`src/rtl/hdiv_pkg.sv`:
```
package hdiv_pkg;

  // Selects how the phase correction event is formed.
  typedef enum logic {
    SCHEME_EDGE_CLEAR = 1'b0,  // clear on sampled low-to-high reference change
    SCHEME_XOR        = 1'b1   // clear on any sampled reference change
  } div_scheme_e;

endpackage

```
`src/rtl/hdiv_rst_sync.sv`:
```
module hdiv_rst_sync #(
  parameter int STAGES = 2
) (
  input  logic clk,
  input  logic arst_n,
  output logic srst_n
);

  localparam int MSB = STAGES - 1;

  logic [MSB:0] shift_q;
  logic [MSB:0] shift_d;

  // Next state: shift a constant one toward the output end.
  always_comb begin
    shift_d = (shift_q << 1) | STAGES'(1);
  end

  // Asserts at once, releases after STAGES rising edges.
  always_ff @(posedge clk or negedge arst_n) begin
    if (!arst_n) begin
      shift_q <= '0;
    end else begin
      shift_q <= shift_d;
    end
  end

  assign srst_n = shift_q[MSB];

endmodule

```
`src/rtl/hdiv_ref_sampler.sv`:
```
module hdiv_ref_sampler #(
  parameter bit SAMPLE_FALLING = 1'b1
) (
  input  logic clk,
  input  logic rst_n,
  input  logic ref_in,
  output logic ref_now,
  output logic ref_prev,
  output logic pair_valid
);

  logic cap_q;     // first capture of the reference
  logic cap_vld_q; // cap_q holds a genuine post-reset sample
  logic dly_q;     // previous capture, on the rising edge
  logic dly_vld_q; // dly_q holds a genuine post-reset sample
  logic dly_d;
  logic dly_vld_d;

  generate
    if (SAMPLE_FALLING) begin : g_fall
      // Capture half a cycle ahead of the correcting edge.
      always_ff @(negedge clk or negedge rst_n) begin
        if (!rst_n) begin
          cap_q     <= 1'b0;
          cap_vld_q <= 1'b0;
        end else begin
          cap_q     <= ref_in;
          cap_vld_q <= 1'b1;
        end
      end
    end else begin : g_rise
      always_ff @(posedge clk or negedge rst_n) begin
        if (!rst_n) begin
          cap_q     <= 1'b0;
          cap_vld_q <= 1'b0;
        end else begin
          cap_q     <= ref_in;
          cap_vld_q <= 1'b1;
        end
      end
    end
  endgenerate

  always_comb begin
    dly_d     = cap_q;
    dly_vld_d = cap_vld_q;
  end

  always_ff @(posedge clk or negedge rst_n) begin
    if (!rst_n) begin
      dly_q     <= 1'b0;
      dly_vld_q <= 1'b0;
    end else begin
      dly_q     <= dly_d;
      dly_vld_q <= dly_vld_d;
    end
  end

  assign ref_now    = cap_q;
  assign ref_prev   = dly_q;
  assign pair_valid = cap_vld_q & dly_vld_q;


  pair_valid_sticky_chk: assert property (@(posedge clk) disable iff (!rst_n)
    pair_valid |=> pair_valid);

endmodule

```
`src/rtl/hdiv_phase_core.sv`:
```
module hdiv_phase_core
  import hdiv_pkg::*;
#(
  parameter div_scheme_e SCHEME    = SCHEME_XOR,
  parameter bit          OUT_RESET = 1'b0
) (
  input  logic clk,
  input  logic rst_n,
  input  logic ref_now,
  input  logic ref_prev,
  input  logic pair_valid,
  output logic clk_half,
  output logic locked
);

  logic evt;
  logic half_q, half_d;
  logic lock_q, lock_d, lock_en;

  generate
    if (SCHEME == SCHEME_EDGE_CLEAR) begin : g_edge
      always_comb begin
        evt    = pair_valid & ref_now & ~ref_prev;
        half_d = evt ? 1'b0 : ~half_q;
      end
    end else begin : g_xor
      always_comb begin
        evt    = pair_valid & (ref_now ^ ref_prev);
        half_d = ~(half_q | evt);
      end
    end
  endgenerate

  always_comb begin
    lock_en = evt & ~lock_q;
    lock_d  = lock_q | lock_en;
  end

  always_ff @(posedge clk or negedge rst_n) begin
    if (!rst_n) begin
      half_q <= OUT_RESET;
      lock_q <= 1'b0;
    end else begin
      half_q <= half_d;
      if (lock_en) begin
        lock_q <= lock_d;
      end
    end
  end

  assign clk_half = half_q;
  assign locked   = lock_q;


  lock_sticky_chk: assert property (@(posedge clk) disable iff (!rst_n)
    locked |=> locked);


  toggle_after_lock_chk: assert property (@(posedge clk) disable iff (!rst_n)
    (locked && $past(locked)) |-> (clk_half != $past(clk_half)));


  rise_phase_chk: assert property (@(posedge clk) disable iff (!rst_n)
    (locked && $past(locked) && pair_valid && ref_now && !ref_prev) |-> clk_half);


  lock_needs_samples_chk: assert property (@(posedge clk) disable iff (!rst_n)
    !pair_valid |-> !locked);

endmodule

```
`src/rtl/half_rate_aligner.sv`:
```
module half_rate_aligner
  import hdiv_pkg::*;
#(
  parameter div_scheme_e SCHEME         = SCHEME_XOR,
  parameter bit          SAMPLE_FALLING = 1'b1,
  parameter bit          OUT_RESET      = 1'b0,
  parameter int          SYNC_STAGES    = 2
) (
  input  logic clk_fast,
  input  logic rst_n,
  input  logic ref_in,
  output logic clk_half,
  output logic locked
);

  logic srst_n;
  logic ref_now, ref_prev, pair_valid;

  hdiv_rst_sync #(
    .STAGES (SYNC_STAGES)
  ) u_rst_sync (
    .clk    (clk_fast),
    .arst_n (rst_n),
    .srst_n (srst_n)
  );

  hdiv_ref_sampler #(
    .SAMPLE_FALLING (SAMPLE_FALLING)
  ) u_sampler (
    .clk        (clk_fast),
    .rst_n      (srst_n),
    .ref_in     (ref_in),
    .ref_now    (ref_now),
    .ref_prev   (ref_prev),
    .pair_valid (pair_valid)
  );

  hdiv_phase_core #(
    .SCHEME    (SCHEME),
    .OUT_RESET (OUT_RESET)
  ) u_core (
    .clk        (clk_fast),
    .rst_n      (srst_n),
    .ref_now    (ref_now),
    .ref_prev   (ref_prev),
    .pair_valid (pair_valid),
    .clk_half   (clk_half),
    .locked     (locked)
  );

endmodule

```
`config.mk`:
```
export PLATFORM = sky130hd
export DESIGN_NAME = half_rate_aligner
export DESIGN_NICKNAME = d
export VERILOG_FILES = /design/src/rtl/hdiv_pkg.sv /design/src/rtl/hdiv_rst_sync.sv /design/src/rtl/hdiv_ref_sampler.sv /design/src/rtl/hdiv_phase_core.sv /design/src/rtl/half_rate_aligner.sv
export SDC_FILE = /design/constraint.sdc
export NUM_CORES = 1
export LEC_CHECK = 0
export BUFFER_PORTS_ARGS = -buffer_cell sky130_fd_sc_hd__buf_2
export CORE_AREA = 4 4 41 43
export DETAILED_ROUTE_END_ITERATION = 6
export DIE_AREA = 0 0 45 47
export GPL_TIMING_DRIVEN = 0
export PLACE_DENSITY_LB_ADDON = 0.08
export SYNTH_ARGS = -nofsm -noshare
export SYNTH_HDL_FRONTEND = slang
export SYNTH_SLANG_ARGS = --single-unit
```
`constraint.sdc`:
```
create_clock -name clk_fast -period 0.8 [get_ports clk_fast]
set_clock_uncertainty 0.15 [all_clocks]
set_input_delay 0.08 -clock clk_fast [delete_from_list [all_inputs] [get_ports clk_fast]]
set_output_delay 0.08 -clock clk_fast [all_outputs]
set_load 0.03 [all_outputs]
```
==> results.cfg, run 1 <==
[timing]
timing.setup.tns_ns = -2.10
hold_ws_ns = -0.0767
pins_over_slew_limit = 0
finalHoldViolations = 6
rsz_0062_raised_after_global_routing = yes
timing.final.ws_setup_ns = -0.588
report.final.setup_viol = 6

[synth]
post-synth-top-count-cell = sky130_fd_sc_hd__dfrtp_1
syn-mean-instance-area_um2 = 19.0
postSynth.topFlopCell = sky130_fd_sc_hd__dfrtp_1
synth.cell_area_um2 = 228
netlist-cell-type-count = 6
yosysTopAreaCell = sky130_fd_sc_hd__dfrtp_1
synth_area_leaders = sky130_fd_sc_hd__dfrtp_1 (66%), sky130_fd_sc_hd__dfrtn_1 (22%), sky130_fd_sc_hd__a31o_1 (3.8%)
postSynthRegisterBits = 8
number_of_flops_mapped_to_enable_cells_by_yosys = 0
yosys_warnings = 0
postSynthCellCount = 12
synth.yosys.seq_area_share_pct = 87.9
synth.top_cells.by_count = sky130_fd_sc_hd__dfrtp_1 (6), sky130_fd_sc_hd__dfrtn_1 (2)
async_flop_share_pct = 100
yosysTopAreaCellShare_pct = 65.9

[flow_run]
timing.max_cap.violations = 0

[cts]
numCtsBuffers = 3
clk_latency_ns = 0.25
cts.reportedPaths.clkPinSlew_ns = 0.05
hold_buffers = 1
clk_root_buffer_cell = sky130_fd_sc_hd__clkbuf_4
clkSinkCount = 8
clock_tree_from_tritoncts = yes
clock_path_buffers = 2
h-tree-depth = 1

[pwr]
pwr_density_cell_nw_per_um2 = 2470
vdd_drop_max_mv = 0.902
power_leakage_nw = 0.152

[layout]
seq_area_um2 = 201
filler_cell_count = 145
final_net_count = 28
multi_input_logic_area_um2 = 38.8
finish.utilization_pct = 26.1
antennaDiodeCount = 0
final_layout_size_suffix_gt1_share_pct = 47.8
finalNonFillerCells = 38
area_delta_synth_final_pct = 48.9

[routing]
drt_wl_total_um = 327
post_drt_wl_per_cell_um = 8.61
detailroute.via_count = 131
detailedRoute.firstPassIterationCount = 2
final_antenna_net_count = 0
post_drt_via_cell_ratio = 3.45
drt_iter0_markers = 1
detail_route.drc_violations = 0

[setup_path]
cell_family_contributing_the_most_delay_on_the_critical_path = flip-flops
cp_max_fo = 2
critical_path.endpoint_type = register
max_stage_delay_on_crit_path_ns = 0.44
reg2reg_from = u_sampler.ref_now
worst-r2r-cell-count = 2
cp_num_cells = 2
cp.buffers_inverters = 0
worst-setup-path-type = register to register
regToRegSetupSlack_ns = -0.59
critical_path_arrival_ns = 1.36
capture_point_of_the_worst_path = u_core.clk_half
critical_path.slowest_cell = sky130_fd_sc_hd__dfrtn_1
timing.critical_path.required_ns = 0.78
startpoint_kind_of_the_worst_setup_timing_path = register
crit_chain = xor2_2, a31oi_1
regToRegEndpoint = u_core.clk_half
cp-startpoint = u_sampler.ref_now

[floorplanning]
floorplan.core_area_um2 = 1300
num_ports = 5
floorplan.die.width_um = 45
dieHeight_um = 47
initial_core_util_pct = 17.5
row_count = 13
die-area_um2 = 2120

[global_routing]
grt_pass1_vias = 138
grt_util_all_layers_pct = 4.79
maximum_number_of_pins_on_one_net_before_global_route_repair = 7
overall_overflow_remaining_after_global_route = 0
grt_antenna_before_repair = 0
global_route_wire_length_before_repair_um = 579

[min_path]
hold_path_class = register to asynchronous set/reset pin

[placement]
gpl_wtd_cong = 0.566
place.detailed.instances = 32
numPortBuffers = 4

[outcome]
failed_checks = negative hold slack, negative setup slack
outcome = finished with violations
==> state kept, by name, indices dropped and copies added, names as in the netlist <==
signal,cells
u_rst_sync.shift_q,2
u_core.clk_half,1
u_core.locked,1
u_sampler.cap_vld_q,1
u_sampler.dly_vld_q,1
u_sampler.ref_now,1
u_sampler.ref_prev,1
==> layer usage <==
| layer | track usage [%] | wire length (um) | up-vias |
|---|---|---|---|
| met5 | 0 | 0 | - |
| li1 | - | - | 60 |
| met3 | 6.90 | 49 | 0 |
| met4 | 3.51 | 0 | 0 |
| met1 | 4.23 | 137 | 64 |
| met2 | 5.08 | 140 | 7 |
==> how the worst min path moves through the flow <==
| stage | start | end | slack, ns | cells past startpoint |
|---|---|---|---|---|
| floorplan | rst_n | u_rst_sync.shift_q[0] | -0.37 | 0 |
| global placement | rst_n | u_rst_sync.shift_q[0] | -0.29 | 1 |
| detailed placement | rst_n | u_rst_sync.shift_q[0] | -0.28 | 1 |
| CTS | u_rst_sync.shift_q[1] | u_core.clk_half | -0.05 | 0 |
| global route | u_rst_sync.shift_q[1] | u_sampler.dly_vld_q | -0.05 | 0 |
| finish | u_rst_sync.shift_q[1] | u_sampler.ref_prev | -0.08 | 0 |
==> final cells by class <==
type / instances / share of cell area, %
Multi-Input combinational cell: 5 / 11.4
Clock buffer: 3 / 6.64
Tap cell: 15 / 5.54
Timing Repair Buffer: 7 / 17.0
Sequential cell: 8 / 59.4
==> what timing repair did <==
item                                   CTS  global route
buffers inserted                         1             1
cloned                                   0             0
setup endpoints to repair                6             8
resized for setup                        4             2
pin swaps                                0             1
endpoints found under the hold margin    6             6
==> power by group <==
group | leakage [nW] | switching, mW | internal [mW]
sequential | 0.0895 | 0.0213 | 0.434
combinational | 0.0486 | 0.0400 | 0.0477
clock | 0.0138 | 0.125 | 0.171
==> cells by family (layout without fill, tap and decap cells) <==
kind of cell	after synthesis	after routing	synth area share [%]
xor+xnor	1	1	3.85
other cells	1	2	1.65
buf+inv	0	10	0
flops	8	8	87.9
compound gates	2	2	6.60
==> stage by stage <==
stage	setup slack [ns]	cell area, um^2	total power [mW]
2_1_floorplan	-0.526	231	0.488
3_3_place_gp	-0.586	270	0.509
3_5_place_dp	-0.600	270	0.513
4_1_cts	-0.618	323	0.853
5_1_grt	-0.627	339	0.897
6_report	-0.588	339	0.838
==> placed cells by master, fill, tap and decap left out <==
cell type and n:
sky130_fd_sc_hd__a31oi_1 1, sky130_fd_sc_hd__dlygate4sd3_1 1, sky130_fd_sc_hd__a31o_1 1, sky130_fd_sc_hd__clkbuf_4 3, sky130_fd_sc_hd__dfrtp_2 1, sky130_fd_sc_hd__conb_1 2, sky130_fd_sc_hd__dfrtp_1 5, sky130_fd_sc_hd__xor2_2 1
sky130_fd_sc_hd__buf_6 2, sky130_fd_sc_hd__buf_4 2, sky130_fd_sc_hd__dfrtn_1 2, sky130_fd_sc_hd__buf_2 2
Power figures use the tool's default switching activity.
==> run 2, diff against run 1 <==
GPL_TIMING_DRIVEN = not set   (was 0)
clock period = 1.4 ns   (was 0.8 ns; I/O delays follow)
==> results.cfg, run 2 (synthesis results as in run 1) <==
[outcome]
outcome = finished with violations
failed_checks = negative setup slack

[floorplanning]
dieHeight_um = 47
floorplan.die.width_um = 45
initial_core_util_pct = 17.5
row_count = 13
num_ports = 5
floorplan.core_area_um2 = 1300
die-area_um2 = 2120

[layout]
antennaDiodeCount = 0
max_flop_register = u_rst_sync.shift_q
final_cell_area_um2 = 320
commonest_non_fill_non_tap_cell_in_the_layout = sky130_fd_sc_hd__dfrtp_1
final_layout_size_suffix_gt1_share_pct = 36.4
area_delta_synth_final_pct = 40.7
filler_cell_count = 145
final_net_count = 27
multi_input_logic_area_um2 = 38.8
seq_area_um2 = 200
largest_register_ffs = 2
commonest_non_fill_non_tap_cells_in_the_layout = sky130_fd_sc_hd__dfrtp_1 (6), sky130_fd_sc_hd__buf_2 (4), sky130_fd_sc_hd__clkbuf_4 (3)

[placement]
numPortBuffers = 4
place_ws_ns = -0.300
placed_area_um2 = 270
gpl_wtd_cong = 0.566

[timing]
timing.setup.tns_ns = -0.559
timing.final.ws_setup_ns = -0.287
rsz_0062_raised_after_global_routing = yes
report.final.setup_viol = 2
finalHoldViolations = 0
pins_over_slew_limit = 0

[global_routing]
global_route_wire_length_before_repair_um = 579
grt_pass1_vias = 134
grt_util_all_layers_pct = 4.79
maximum_number_of_pins_on_one_net_before_global_route_repair = 5
overall_overflow_remaining_after_global_route = 0
grt_antenna_before_repair = 0

[setup_path]
cp_max_fo = 2
timing.critical_path.required_ns = 1.38
critical_path.endpoint_type = register
critical_path.slowest_cell = sky130_fd_sc_hd__dfrtn_1
max_stage_delay_on_crit_path_ns = 0.44
startpoint_kind_of_the_worst_setup_timing_path = register
critical_path_arrival_ns = 1.66
worst-setup-path-type = register to register
crit_chain = xor2_2, a31oi_1

[pwr]
vdd_drop_max_mv = 0.513
power_leakage_nw = 0.142
pwr_density_cell_nw_per_um2 = 1440
fin_total_pwr_mw = 0.462

[cts]
clk_latency_ns = 0.25
h-tree-depth = 1
clock_path_buffers = 2
clock_tree_from_tritoncts = yes
clkSinkCount = 8
cts.reportedPaths.clkPinSlew_ns = 0.05
numCtsBuffers = 3
clk_root_buffer_cell = sky130_fd_sc_hd__clkbuf_4

[min_path]
hold_path_class = primary input to asynchronous set/reset pin

[routing]
detail_route.drc_violations = 0
post_drt_wl_per_cell_um = 8.51
drt_iter0_markers = 2
detailedRoute.firstPassIterationCount = 2
drt_wl_total_um = 315
post_drt_via_cell_ratio = 3.49
final_antenna_net_count = 0
detailroute.via_count = 129

[flow_run]
timing.max_cap.violations = 0
## run 2: changes by cell type in the layout (fill, tap and decap cells not counted)
cell,delta
sky130_fd_sc_hd__buf_4,-2
sky130_fd_sc_hd__dfrtp_2,-1
sky130_fd_sc_hd__buf_2,+2
sky130_fd_sc_hd__dlygate4sd3_1,+1
sky130_fd_sc_hd__buf_6,-2
sky130_fd_sc_hd__dfrtp_1,+1
## run 2: repair_timing
item | in CTS | in global routing
gates resized for setup | 0 | 1
endpoints found under the setup margin | 2 | 2
hold buffers | 2 | 0
hold endpoints to repair | 6 | 0
setup buffers | 0 | 0
pin swaps | 0 | 1
## run 2: stage by stage
stage	hold WS, ns	std cells	util, %
2_1_floorplan	-0.306	13	-
5_1_grt	0.0520	37	24.6
3_5_place_dp	-0.223	32	20.8
6_report	0.0505	37	24.6
3_3_place_gp	-0.225	32	20.8
4_1_cts	0.0408	37	24.0
## run 2: per-layer routing
metal / global-route usage, % / share of wire [%] / vias up
li1: - / - / 58
met1: 3.99 / 36 / 64
met2: 5.37 / 48 / 7
met3: 6.90 / 16 / 0
met4: 3.51 / 0 / 0
met5: 0 / 0 / -
## run 2: layout make-up
type | count | share of cell area (%)
clock buffers | 3 | 7.03
multi-input cells | 5 | 12.1
flip-flops and latches | 8 | 62.5
well taps | 15 | 5.86
repair buffers | 6 | 12.5
## run 2: power breakdown
part	internal, mW	switching [mW]	total, mW
Sequential	0.247	0.00921	0.257
Clock	0.0976	0.0709	0.168
Combinational	0.0142	0.0230	0.0372
Total	0.359	0.103	0.462
## run 2: final timing paths
kind                                  startpoint               endpoint  slack [ns]  depth (start not counted)
max                            u_sampler.ref_now        u_core.clk_half       -0.29                          2
min                                        rst_n  u_rst_sync.shift_q[0]        0.05                          2
max reg2reg                    u_sampler.ref_now        u_core.clk_half       -0.29                          2
min reg2reg                u_rst_sync.shift_q[0]  u_rst_sync.shift_q[1]        0.20                          0
max in group asynchronous  u_rst_sync.shift_q[1]    u_sampler.dly_vld_q        0.40                          1
min in group clk_fast      u_rst_sync.shift_q[0]  u_rst_sync.shift_q[1]        0.20                          0
## run 2: critical path, delay by kind of cell (launching register included)
kind            cells  cell delay, ns
flops               1            0.44
xor+xnor            1            0.17
compound gates      1            0.10
==> run 3, diff against run 2 <==
CELL_PAD_IN_SITES_DETAIL_PLACEMENT = 1   (was not set)
CELL_PAD_IN_SITES_GLOBAL_PLACEMENT = 2   (was not set)
==> results.cfg, run 3 (synthesis results as in run 1) <==
[setup_path]
startpoint_kind_of_the_worst_setup_timing_path = register
cp-startpoint = u_sampler.ref_now
worst-r2r-cell-count = 2
regToRegSetupSlack_ns = -0.29
cp_max_fo = 2
critical_path_arrival_ns = 1.68
reg2reg_from = u_sampler.ref_now
critical_path.endpoint_type = register
capture_point_of_the_worst_path = u_core.locked
timing.critical_path.required_ns = 1.39
regToRegEndpoint = u_core.locked
worst-setup-path-type = register to register

[cts]
clk_root_buffer_cell = sky130_fd_sc_hd__clkbuf_4
clkSinkCount = 8
numCtsBuffers = 3
clock_path_buffers = 2
h-tree-depth = 1
clk_latency_ns = 0.25
clock_tree_from_tritoncts = yes
cts.reportedPaths.clkPinSlew_ns = 0.05

[routing]
detail_route.drc_violations = 0
met2_length_um = 156
post_drt_wl_per_cell_um = 8.32
drt_wl_total_um = 308
detailedRoute.firstPassIterationCount = 2
detailroute.via_count = 128
m1WireLength_um = 114
routed-wl-met3_um = 37
drt_iter0_markers = 2
final_antenna_net_count = 0
post_drt_via_cell_ratio = 3.46
route.top_layer_used = met3

[timing]
pins_over_slew_limit = 0
timing.final.ws_setup_ns = -0.292
finalHoldViolations = 0
report.final.setup_viol = 2
timing.setup.tns_ns = -0.571
rsz_0062_raised_after_global_routing = yes
hold_ws_ns = 0.0556

[global_routing]
overall_overflow_remaining_after_global_route = 0
grt_antenna_before_repair = 0
global_route_wire_length_before_repair_um = 558
maximum_number_of_pins_on_one_net_before_global_route_repair = 5
grt_pass1_vias = 133
grt_util_all_layers_pct = 4.55

[floorplanning]
floorplan.core_area_um2 = 1300
floorplan.die.width_um = 45
num_ports = 5
row_count = 13
dieHeight_um = 47
die-area_um2 = 2120
initial_core_util_pct = 17.5

[min_path]
hold_path_class = primary input to asynchronous set/reset pin

[flow_run]
timing.max_cap.violations = 0

[layout]
seq_area_um2 = 200
area_delta_synth_final_pct = 40.7
max_flop_register = u_rst_sync.shift_q
final_layout_size_suffix_gt1_share_pct = 36.4
commonest_non_fill_non_tap_cells_in_the_layout = sky130_fd_sc_hd__dfrtp_1 (6), sky130_fd_sc_hd__buf_2 (4), sky130_fd_sc_hd__clkbuf_4 (3)
commonest_non_fill_non_tap_cell_in_the_layout = sky130_fd_sc_hd__dfrtp_1
multi_input_logic_area_um2 = 38.8
filler_cell_count = 156
final_net_count = 27
largest_register_ffs = 2
antennaDiodeCount = 0
finalNonFillerCells = 37

[outcome]
failed_checks = negative setup slack
outcome = finished with violations

[placement]
gpl_wtd_cong = 0.537
place.detailed.instances = 32
place_hpwl_um = 233
numPortBuffers = 4

[pwr]
power_leakage_nw = 0.142
pwr_density_cell_nw_per_um2 = 1440
fin_total_pwr_mw = 0.460
vdd_drop_max_mv = 0.375
[run 3: cell counts in the layout (fill, tap and decap cells not counted)]
Identical to the previous run, type by type.
[run 3: metrics by stage]
| stage | setup slack [ns] | utilization [%] | area, um^2 |
|---|---|---|---|
| 5_1_grt | -0.353 | 24.6 | 320 |
| 3_3_place_gp | -0.290 | 20.8 | 270 |
| 2_1_floorplan | -0.226 | - | 231 |
| 6_report | -0.292 | 24.6 | 320 |
| 4_1_cts | -0.308 | 24.0 | 313 |
| 3_5_place_dp | -0.298 | 20.8 | 270 |
[run 3: how the worst min path moves through the flow]
| stage | endpoint | cells after the start | slack [ns] | startpoint |
|---|---|---|---|---|
| 6_report | u_rst_sync.shift_q[1] | 2 | 0.06 | rst_n |
| 3_3_place_gp | u_rst_sync.shift_q[1] | 1 | -0.23 | rst_n |
| 4_1_cts | u_rst_sync.shift_q[0] | 2 | 0.05 | rst_n |
| 2_1_floorplan | u_rst_sync.shift_q[0] | 0 | -0.31 | rst_n |
| 5_1_grt | u_rst_sync.shift_q[0] | 2 | 0.06 | rst_n |
| 3_5_place_dp | u_rst_sync.shift_q[0] | 1 | -0.22 | rst_n |
[run 3: critical path, stage by stage, from the launching register on]
cell and delay (ns):
sky130_fd_sc_hd__dfrtn_1 0.37, sky130_fd_sc_hd__xor2_2 0.19, sky130_fd_sc_hd__a31o_1 0.17
[run 3: routing by layer]
| layer | vias to the layer above | global-route usage (%) |
|---|---|---|
| met5 | - | 0 |
| met2 | 3 | 5.08 |
| met3 | 0 | 2.68 |
| met4 | 0 | 8.77 |
| li1 | 58 | - |
| met1 | 67 | 3.98 |
[run 3: final cells by class]
type | instances | area share [%]
clock buffers | 3 | 7.03
multi-input cells | 5 | 12.1
flip-flops and latches | 8 | 62.5
well taps | 15 | 5.86
repair buffers | 6 | 12.5
[run 3: power breakdown]
| group | switching (mW) | internal, mW | total, mW |
|---|---|---|---|
| clock network | 0.0694 | 0.0975 | 0.167 |
| registers | 0.00859 | 0.247 | 0.256 |
| logic | 0.0229 | 0.0142 | 0.0371 |
[run 3: what timing repair did]
action / CTS / global route
hold buffers: 2 / 0
resized for setup: 0 / 1
endpoints found under the hold margin: 6 / 0
setup endpoints to repair: 2 / 2
setup buffers: 0 / 0
